## config.mk

```make
export PLATFORM = sky130hd
export DESIGN_NAME = sleep_sequencer
export DESIGN_NICKNAME = d
export VERILOG_FILES = /design/src/rtl/sleep_seq_pkg.sv /design/src/rtl/sleep_wake_gate.sv /design/src/rtl/sleep_next_state.sv /design/src/rtl/sleep_rail_reg.sv /design/src/rtl/sleep_sequencer.sv
export SDC_FILE = /design/constraint.sdc
export NUM_CORES = 1
export LEC_CHECK = 0
export ABC_AREA = 1
export ABC_CLOCK_PERIOD_IN_PS = 1500
export BUFFER_PORTS_ARGS = -buffer_cell sky130_fd_sc_hd__clkbuf_2
export CAP_MARGIN = 10
export CORE_MARGIN = 2
export CORE_UTILIZATION = 25
export DETAILED_ROUTE_END_ITERATION = 10
export GPL_ROUTABILITY_DRIVEN = 0
export SLEW_MARGIN = 15
export SYNTH_ARGS = -nofsm -noshare
export SYNTH_HDL_FRONTEND = slang
export SYNTH_SLANG_ARGS = --single-unit
export TNS_END_PERCENT = 50
```

## constraint.sdc

```tcl
create_clock -name clk -period 1.5 [get_ports clk]
set_clock_uncertainty 0.1 [all_clocks]
set_input_delay 0.3 -clock clk [delete_from_list [all_inputs] [get_ports clk]]
set_output_delay 0.3 -clock clk [all_outputs]
set_load 0.02 [all_outputs]
```

## src/rtl/sleep_seq_pkg.sv

```systemverilog
package sleep_seq_pkg;

  typedef enum logic [2:0] {
    PS_S0 = 3'd0,
    PS_S3 = 3'd3,
    PS_S4 = 3'd4,
    PS_S5 = 3'd5,
    PS_G3 = 3'd7
  } pstate_e;

  localparam logic [2:0] TYPE_S3 = 3'b101;
  localparam logic [2:0] TYPE_S4 = 3'b110;
  localparam logic [2:0] TYPE_S5 = 3'b111;

  typedef struct packed {
    logic s3_n;
    logic s4_n;
    logic s5_n;
    logic sus_n;
  } rails_t;

endpackage

```

## src/rtl/sleep_wake_gate.sv

```systemverilog
module sleep_wake_gate #(
  parameter int N_WAKE = 4
) (
  input  logic [N_WAKE-1:0] wake_i,
  input  logic [N_WAKE-1:0] wake_en_i,
  output logic              wake_any_o
);

  logic [N_WAKE-1:0] hit;
  logic [N_WAKE:0]   chain;

  assign chain[0] = 1'b0;

  for (genvar g = 0; g < N_WAKE; g++) begin : g_src
    assign hit[g]     = wake_i[g] & wake_en_i[g];
    assign chain[g+1] = chain[g] | hit[g];
  end

  assign wake_any_o = chain[N_WAKE];

endmodule

```

## src/rtl/sleep_next_state.sv

```systemverilog
module sleep_next_state
  import sleep_seq_pkg::*;
(
  input  pstate_e    state_q,
  input  logic       s4_lost_q,
  input  logic       slp_req_i,
  input  logic [2:0] slp_type_i,
  input  logic       wake_any_i,
  input  logic       force_off_i,
  input  logic       pwr_fail_i,
  input  logic       pwr_ret_i,
  input  logic       batlow_n_i,
  input  logic       resume_on_i,
  output pstate_e    state_d
);

  logic    on_ok;
  pstate_e sleep_tgt;
  logic    sleep_valid;

  assign on_ok = batlow_n_i;

  always_comb begin
    sleep_valid = 1'b1;
    sleep_tgt   = PS_S0;
    unique case (slp_type_i)
      TYPE_S3: sleep_tgt = PS_S3;
      TYPE_S4: sleep_tgt = PS_S4;
      TYPE_S5: sleep_tgt = PS_S5;
      default: sleep_valid = 1'b0;
    endcase
  end

  always_comb begin
    state_d = state_q;
    if (pwr_fail_i) begin
      state_d = PS_G3;
    end else begin
      unique case (state_q)
        PS_S0: begin
          if (force_off_i)                     state_d = PS_S5;
          else if (slp_req_i && sleep_valid)   state_d = sleep_tgt;
        end
        PS_S3, PS_S4: begin
          if (force_off_i)                     state_d = PS_S5;
          else if (wake_any_i && on_ok)        state_d = PS_S0;
        end
        PS_S5: begin
          if (wake_any_i && on_ok)             state_d = PS_S0;
        end
        PS_G3: begin
          if (pwr_ret_i) begin
            if (resume_on_i) begin
              if (on_ok)                       state_d = PS_S0;
            end else if (s4_lost_q) begin
              state_d = PS_S4;
            end else begin
              state_d = PS_S5;
            end
          end
        end
        default: state_d = PS_G3;
      endcase
    end
  end

endmodule

```

## src/rtl/sleep_rail_reg.sv

```systemverilog
module sleep_rail_reg
  import sleep_seq_pkg::*;
(
  input  logic    clk,
  input  logic    rst_core_n,
  input  pstate_e state_q,
  output rails_t  rails_q
);

  rails_t rails_d;
  logic   rails_en;

  always_comb begin
    rails_d = '{s3_n: 1'b1, s4_n: 1'b1, s5_n: 1'b1, sus_n: 1'b1};
    unique case (state_q)
      PS_S0: ;
      PS_S3: rails_d.s3_n = 1'b0;
      PS_S4: begin
        rails_d.s3_n = 1'b0;
        rails_d.s4_n = 1'b0;
      end
      PS_S5: begin
        rails_d.s3_n = 1'b0;
        rails_d.s4_n = 1'b0;
        rails_d.s5_n = 1'b0;
      end
      default: rails_d = '0;
    endcase
  end

  assign rails_en = (rails_d != rails_q);

  always_ff @(posedge clk or negedge rst_core_n) begin
    if (!rst_core_n)   rails_q <= '0;
    else if (rails_en) rails_q <= rails_d;
  end


  rail_nesting_chk: assert property (@(posedge clk) disable iff (!rst_core_n)
    (!rails_q.sus_n |-> !rails_q.s5_n) and (!rails_q.s5_n |-> !rails_q.s4_n)
    and (!rails_q.s4_n |-> !rails_q.s3_n));

endmodule

```

## src/rtl/sleep_sequencer.sv

```systemverilog
module sleep_sequencer
  import sleep_seq_pkg::*;
#(
  parameter int N_WAKE = 4
) (
  input  logic              clk,
  input  logic              rst_n,
  input  logic              slp_req_i,
  input  logic [2:0]        slp_type_i,
  input  logic [N_WAKE-1:0] wake_i,
  input  logic [N_WAKE-1:0] wake_en_i,
  input  logic              force_off_i,
  input  logic              pwr_fail_i,
  input  logic              pwr_ret_i,
  input  logic              batlow_n_i,
  input  logic              resume_on_i,
  output logic [2:0]        state_o,
  output logic              rail_s3_n_o,
  output logic              rail_s4_n_o,
  output logic              rail_s5_n_o,
  output logic              rail_sus_n_o
);

  localparam int SYNC_STAGES = 2;

  logic [SYNC_STAGES-1:0] rst_sync_q;
  logic                   rst_core_n;
  pstate_e                state_q;
  pstate_e                state_d;
  logic                   state_en;
  logic                   s4_lost_q;
  logic                   s4_lost_en;
  logic                   wake_any;
  rails_t                 rails_q;

  always_ff @(posedge clk or negedge rst_n) begin
    if (!rst_n) rst_sync_q <= '0;
    else        rst_sync_q <= {rst_sync_q[SYNC_STAGES-2:0], 1'b1};
  end
  assign rst_core_n = rst_sync_q[SYNC_STAGES-1];

  sleep_wake_gate #(.N_WAKE(N_WAKE)) u_wake (
    .wake_i     (wake_i),
    .wake_en_i  (wake_en_i),
    .wake_any_o (wake_any)
  );

  sleep_next_state u_next (
    .state_q     (state_q),
    .s4_lost_q   (s4_lost_q),
    .slp_req_i   (slp_req_i),
    .slp_type_i  (slp_type_i),
    .wake_any_i  (wake_any),
    .force_off_i (force_off_i),
    .pwr_fail_i  (pwr_fail_i),
    .pwr_ret_i   (pwr_ret_i),
    .batlow_n_i  (batlow_n_i),
    .resume_on_i (resume_on_i),
    .state_d     (state_d)
  );

  assign state_en   = (state_d != state_q);
  assign s4_lost_en = (state_d == PS_G3) && (state_q != PS_G3);

  always_ff @(posedge clk or negedge rst_core_n) begin
    if (!rst_core_n)   state_q <= PS_G3;
    else if (state_en) state_q <= state_d;
  end

  always_ff @(posedge clk or negedge rst_core_n) begin
    if (!rst_core_n)     s4_lost_q <= 1'b0;
    else if (s4_lost_en) s4_lost_q <= (state_q == PS_S4);
  end

  sleep_rail_reg u_rails (
    .clk        (clk),
    .rst_core_n (rst_core_n),
    .state_q    (state_q),
    .rails_q    (rails_q)
  );

  assign state_o      = state_q;
  assign rail_s3_n_o  = rails_q.s3_n;
  assign rail_s4_n_o  = rails_q.s4_n;
  assign rail_s5_n_o  = rails_q.s5_n;
  assign rail_sus_n_o = rails_q.sus_n;


  fail_to_g3_chk: assert property (@(posedge clk) disable iff (!rst_core_n)
    pwr_fail_i |=> (state_o == 3'd7));


  override_s5_chk: assert property (@(posedge clk) disable iff (!rst_core_n)
    (!pwr_fail_i && force_off_i &&
     (state_o == 3'd0 || state_o == 3'd3 || state_o == 3'd4)) |=> (state_o == 3'd5));


  batlow_hold_chk: assert property (@(posedge clk) disable iff (!rst_core_n)
    (state_o != 3'd0 && !batlow_n_i) |=> (state_o != 3'd0));


  bad_type_chk: assert property (@(posedge clk) disable iff (!rst_core_n)
    (state_o == 3'd0 && !pwr_fail_i && !force_off_i && slp_req_i &&
     slp_type_i != 3'b101 && slp_type_i != 3'b110 && slp_type_i != 3'b111)
    |=> (state_o == 3'd0));


  ret_off_chk: assert property (@(posedge clk) disable iff (!rst_core_n)
    (state_o == 3'd7 && !pwr_fail_i && pwr_ret_i && !resume_on_i)
    |=> (state_o == ($past(s4_lost_q) ? 3'd4 : 3'd5)));


  rail_lag_chk: assert property (@(posedge clk) disable iff (!rst_core_n)
    1'b1 |=> (rail_s3_n_o == ($past(state_o) == 3'd0)) &&
             (rail_sus_n_o == ($past(state_o) != 3'd7)));

endmodule

```

# Word-level counts from Yosys, hierarchy flattened
# Cells that the tools add are included.
[word_totals]
out_inout_bits = 7
elab_cells = 50
inputBits = 19
reg_bits = 10
[op_classes]
n_reduce_logical = 9
bitwise = 7
muxes = 16
n_eq_ne = 11
[op_table]
columns = ["op", "count"]
rows = [
  ["two-way mux 3 bit", 8],
  ["== test 3 bit, second input constant", 7],
  ["one-hot mux 3 bit (4 select lines)", 1],
  ["one-hot mux 3 bit (3 select lines)", 1],
  ["two-way mux 1 bit", 6],
  ["OR reduction 3 bit", 2],
  ["bitwise AND 1 bit", 4],
  ["!= test 4 bit", 1],
  ["OR reduction 2 bit", 2],
  ["OR reduction 4 bit", 1],
  ["== test 3 x 2 -> 1 bit, second input constant", 1],
  ["logical AND 1 bit", 3],
  ["logical NOT 3 bit", 1],
  ["!= test 3 bit", 1],
  ["!= test 3 bit, second input constant", 1],
  ["bitwise OR 1 bit", 3],
]

# Longest topological paths before layout
[depth]
depth_word = 11
ltp_mapped = 8
ltp_nobuf = 8

# By module
# Synthesis repeated with hierarchy kept, for this count alone.
[hier_totals]
hier_cells = 89
hier_area_um2 = 604.3
[modules_own_cells]
columns = ["mod", "instances", "seq_area_each_um2", "area_per_inst_um2", "cells_per_inst"]
rows = [
  ["sleep_next_state", 1, 0.0, 221.5, 47],
  ["sleep_sequencer", 1, 153.9, 207.7, 19],
  ["sleep_rail_reg", 1, 100.1, 141.4, 14],
  ["sleep_wake_gate", 1, 0.0, 33.8, 9],
]

# Worst setup path before layout
# OpenSTA, ideal clock, no wires.
[synth_timing]
path_kind = "flip-flop to flip-flop"
start = "reg state_q[2], in the netlist state_o[2]"
end = "reg state_q[0], in the netlist state_o[0]"
setup_time_ps = 83
path_stages_with_launch = 9
path_slack_ps = 160
n_path_buf = 1
arrival_ps = 1156
required_time_ps = 1317
synth_period_minus_slack_ps = 1340
cell_sequence = "dfstp_2 -> buf_6 -> nor2_1 -> nand2_2 -> nor2_2 -> nor2_1 -> nand2_1 -> nor2_1 -> nand3_1"
[synth_between]
elab_chain_cells = 6
elab_cells_between_ends = 16
classes_between = "5 x eq/ne; 9 x mux; 2 x reduce/logical"
[synth_rtl]
columns = ["item", "line_no", "rtl"]
rows = [
  ["start, declared", "sleep_sequencer.sv:28", "pstate_e state_q;"],
  ["start signal, assigned", "sleep_sequencer.sv:67", "else if (state_en) state_q <= state_d;"],
  ["two-way mux 3 bit", "sleep_next_state.sv:54", "if (on_ok) state_d = PS_S0;"],
  ["two-way mux 3 bit", "sleep_next_state.sv:53", "if (resume_on_i) begin"],
  ["two-way mux 3 bit", "sleep_next_state.sv:52", "if (pwr_ret_i) begin"],
  ["one-hot mux 3 bit (4 select lines)", "sleep_next_state.sv:39", "unique case (state_q)"],
  ["two-way mux 3 bit", "sleep_next_state.sv:36", "if (pwr_fail_i) begin"],
  ["!= test 3 bit", "sleep_sequencer.sv:62", "assign state_en = (state_d != state_q);"],
]
# Several ways; a longest one is shown, not always the timed one.
# A chain may end at the register's enable or synchronous reset.

# Final worst setup path
[layout_timing]
start = "reg state_q[2], in the netlist state_o[2]"
end = "out state_o[2]"
[layout_lines]
columns = ["item", "line_no", "rtl"]
rows = [
  ["end, declared", "sleep_sequencer.sv:17", "output logic [2:0] state_o,"],
]
# No word-level cell between the ends.

==> flow_summary.yaml <==
layout:
  drive_gt1_frac: 0.349
  antennaDiodeCount: 0
  fin_util: 0.347
  n_fill_cell: 240
  final_nets: 126
  fin_area_um2: 746
  area_growth_pct: 34.8
  final_cell_mix: "nand2_1 (25), clkbuf_2 (25), inv_1 (11), nand3_1 (9), nor2_1 (9)"
sta:
  finalCriticalPeriod_ns: 1.43
  fin_crit_sh: 0.954
  clock.fmax_ghz: 0.699
  hold_slack_ns: 0.0370
  hold_viol: 0
  setup_viol: 0
  slew_violations: 0
  rsz0062_at_grt: "false"
  fin_setup_tns_ns: 0
synthesis:
  yosys_warnings: 0
  avgSynthCellArea_um2: 7.28
  synth_top_family_by_area: "simple AND/OR/NAND/NOR gates"
  synth_seq_cells: 10
  yosysUniqueCellTypes: 16
  yosysTopAreaCell: "dfrtp_1"
  syn_nets: 95
  ys_seq_area_frac: 0.459
  ys_top_cells_by_area: "dfrtp_1 (32%), nand2_1 (17%), dfstp_2 (14%)"
  synth_top_area_share: 0.317
  synth_compound_area_frac: 0.0679
  synth_cells: 76
  synthMuxAreaShare: 0
  syn-cell-area_um2: 553
  synth-adder-area-share: 0
  synthSimpleGateAreaFrac: 0.371
  synth_xor_area_frac: 0
cts:
  cts_tree: "built"
  clock_sinks: 10
  cts_resized: 0
  cts_root_buf: "clkbuf_4"
  path_clk_slew_ns: 0.06
  clk-insertion-delay-late_ns: 0.26
  cts-htree-levels: 1
  cts-buffers-inserted: 3
  clock_path_buffers: 2
power:
  ir_worst_vdd_mv: 0.618
  p_clk_frac: 0.142
  p_switching_uw: 575
  p_leak_uw: 0.000455
  combPwrFrac: 0.498
  intPower_uw: 743
  powerDensity_mw_per_mm2: 1770
  swShare: 0.436
  pwr-share-seq: 0.360
die:
  die_w_um: 51.0
  dieArea_mm2: 0.00260
  initial_utilization: 0.257
  io_pins: 26
  rows: 17
  core_mm2: 0.00215
  die_height_um: 51.0
grt:
  grt_busiest_layer: "met2"
  grt_pass1_vias: 530
  grtUsageMet2: 0.173
  antenna_found_initial: 0
  grt_overflow: 0
  grt_max_degree: 10
  grt_pass1_wl_um: 2090
  use_met1: 0.128
  use_met3: 0.0234
  groute.usage.overall: 0.105
setup_path:
  arrival_ns: 1.03
  startpoint_type: "flip-flop"
  crit_family: "flip-flops"
  crit_path_cell_trace: "clkbuf_2"
  cpMaxStageDelayCell: "dfstp_2"
  critical_path_class: "flip-flop to output pin"
  critPathMaxStageDelay_ns: 0.58
  path_max_fanout: 6
  critical_path.endpoint_type: "output pin"
  required_ns: 1.10
  crit_buf_inv: 1
detailed_routing:
  viasPerCell: 4.17
  wirelength_um: 1180
  drtAntennaViolNets: 0
  vias: 559
  dr.pass1.iters: 4
  route.detailed.drc: 0
  wl_per_cell_um: 8.83
  drt-initial-drc-count: 4
run_status:
  status: "finished, final reports clean"
hold_path:
  hold_path_class: "flip-flop to async pin"
place:
  dp_hpwl_um: 995
  io_buffers: 25
  dpl-instance-area_um2: 702
run:
  maxCapViolations: 0
==> layer usage <==
| layer | vias up | routed length [um] |
|---|---|---|
| li1 | 292 | - |
| met2 | 27 | 516 |
| met4 | 0 | 12 |
| met5 | - | 0 |
| met1 | 238 | 540 |
| met3 | 2 | 113 |
==> state kept, by name (all words and copies together) (netlist names) <==
register         count
u_rails.rails_q      4
state_o              3
rst_sync_q           2
s4_lost_q            1
==> cell type report <==
cell class,instances,area [um^2],area share
well taps,28,35.0,0.0470
flip-flops and latches,10,254,0.341
inverters,11,41.3,0.0554
repair buffers,27,143,0.191
clock buffers,4,26.3,0.0352
multi-input cells,54,246,0.331
==> power by group through the flow <==
stage	registers (uW)	clock network, uW	logic (uW)
3_5_place_dp	486	0	631
5_1_grt	486	215	753
3_3_place_gp	480	0	633
2_1_floorplan	552	0	411
6_report	474	187	657
4_1_cts	483	200	635
==> cell usage after synthesis <==
library cell	instances
buf_6	1
conb_1	1
dfrtp_1	7
dfstp_2	3
inv_1	11
nand2_1	25
nand2_2	1
nand3_1	9
nand3b_1	1
nand4_1	1
nor2_1	9
nor2_2	2
o21ai_0	2
o21ai_2	1
o21bai_1	1
o21bai_2	1
==> cell families (layout without fill, tap and decap cells) <==
family,count (synthesis),in the layout
AO/OA/AOI/OAI,5,5
AND/OR/NAND/NOR,48,48
other,1,1
buffers and inverters,12,42
flip-flops,10,10
==> through the flow <==
stage | total power [uW] | cells | worst slack [ns]
finish | 1320 | 134 | 0.0693
global route | 1450 | 134 | 0.0265
CTS | 1320 | 133 | 0.0109
detailed placement | 1120 | 128 | 0.155
global placement | 1110 | 128 | 0.179
floorplan | 963 | 76 | 0.160
==> what timing repair did <==
item                                    in CTS  in global routing
endpoints found under the setup margin       0                  1
hold endpoints to repair                     2                  0
buffers inserted                             0                  1
hold buffers                                 1                  0
==> final timing paths <==
| path | startpoint | end | slack [ns] | cells after the start |
|---|---|---|---|---|
| worst min-delay path | rst_sync_q[1] | u_rails.rails_q[1] | 0.04 | 0 |
| worst max register to register | state_o[0] | s4_lost_q | 0.16 | 7 |
| worst min register to register | rst_sync_q[1] | u_rails.rails_q[1] | 0.04 | 0 |
| worst max-delay path | state_o[2] | state_o[2] | 0.07 | 1 |
| max in group asynchronous | rst_n | rst_sync_q[1] | 0.96 | 2 |
| min in group clk | force_off_i | state_o[1] | 0.17 | 4 |
(Power assumes the default switching activity.)
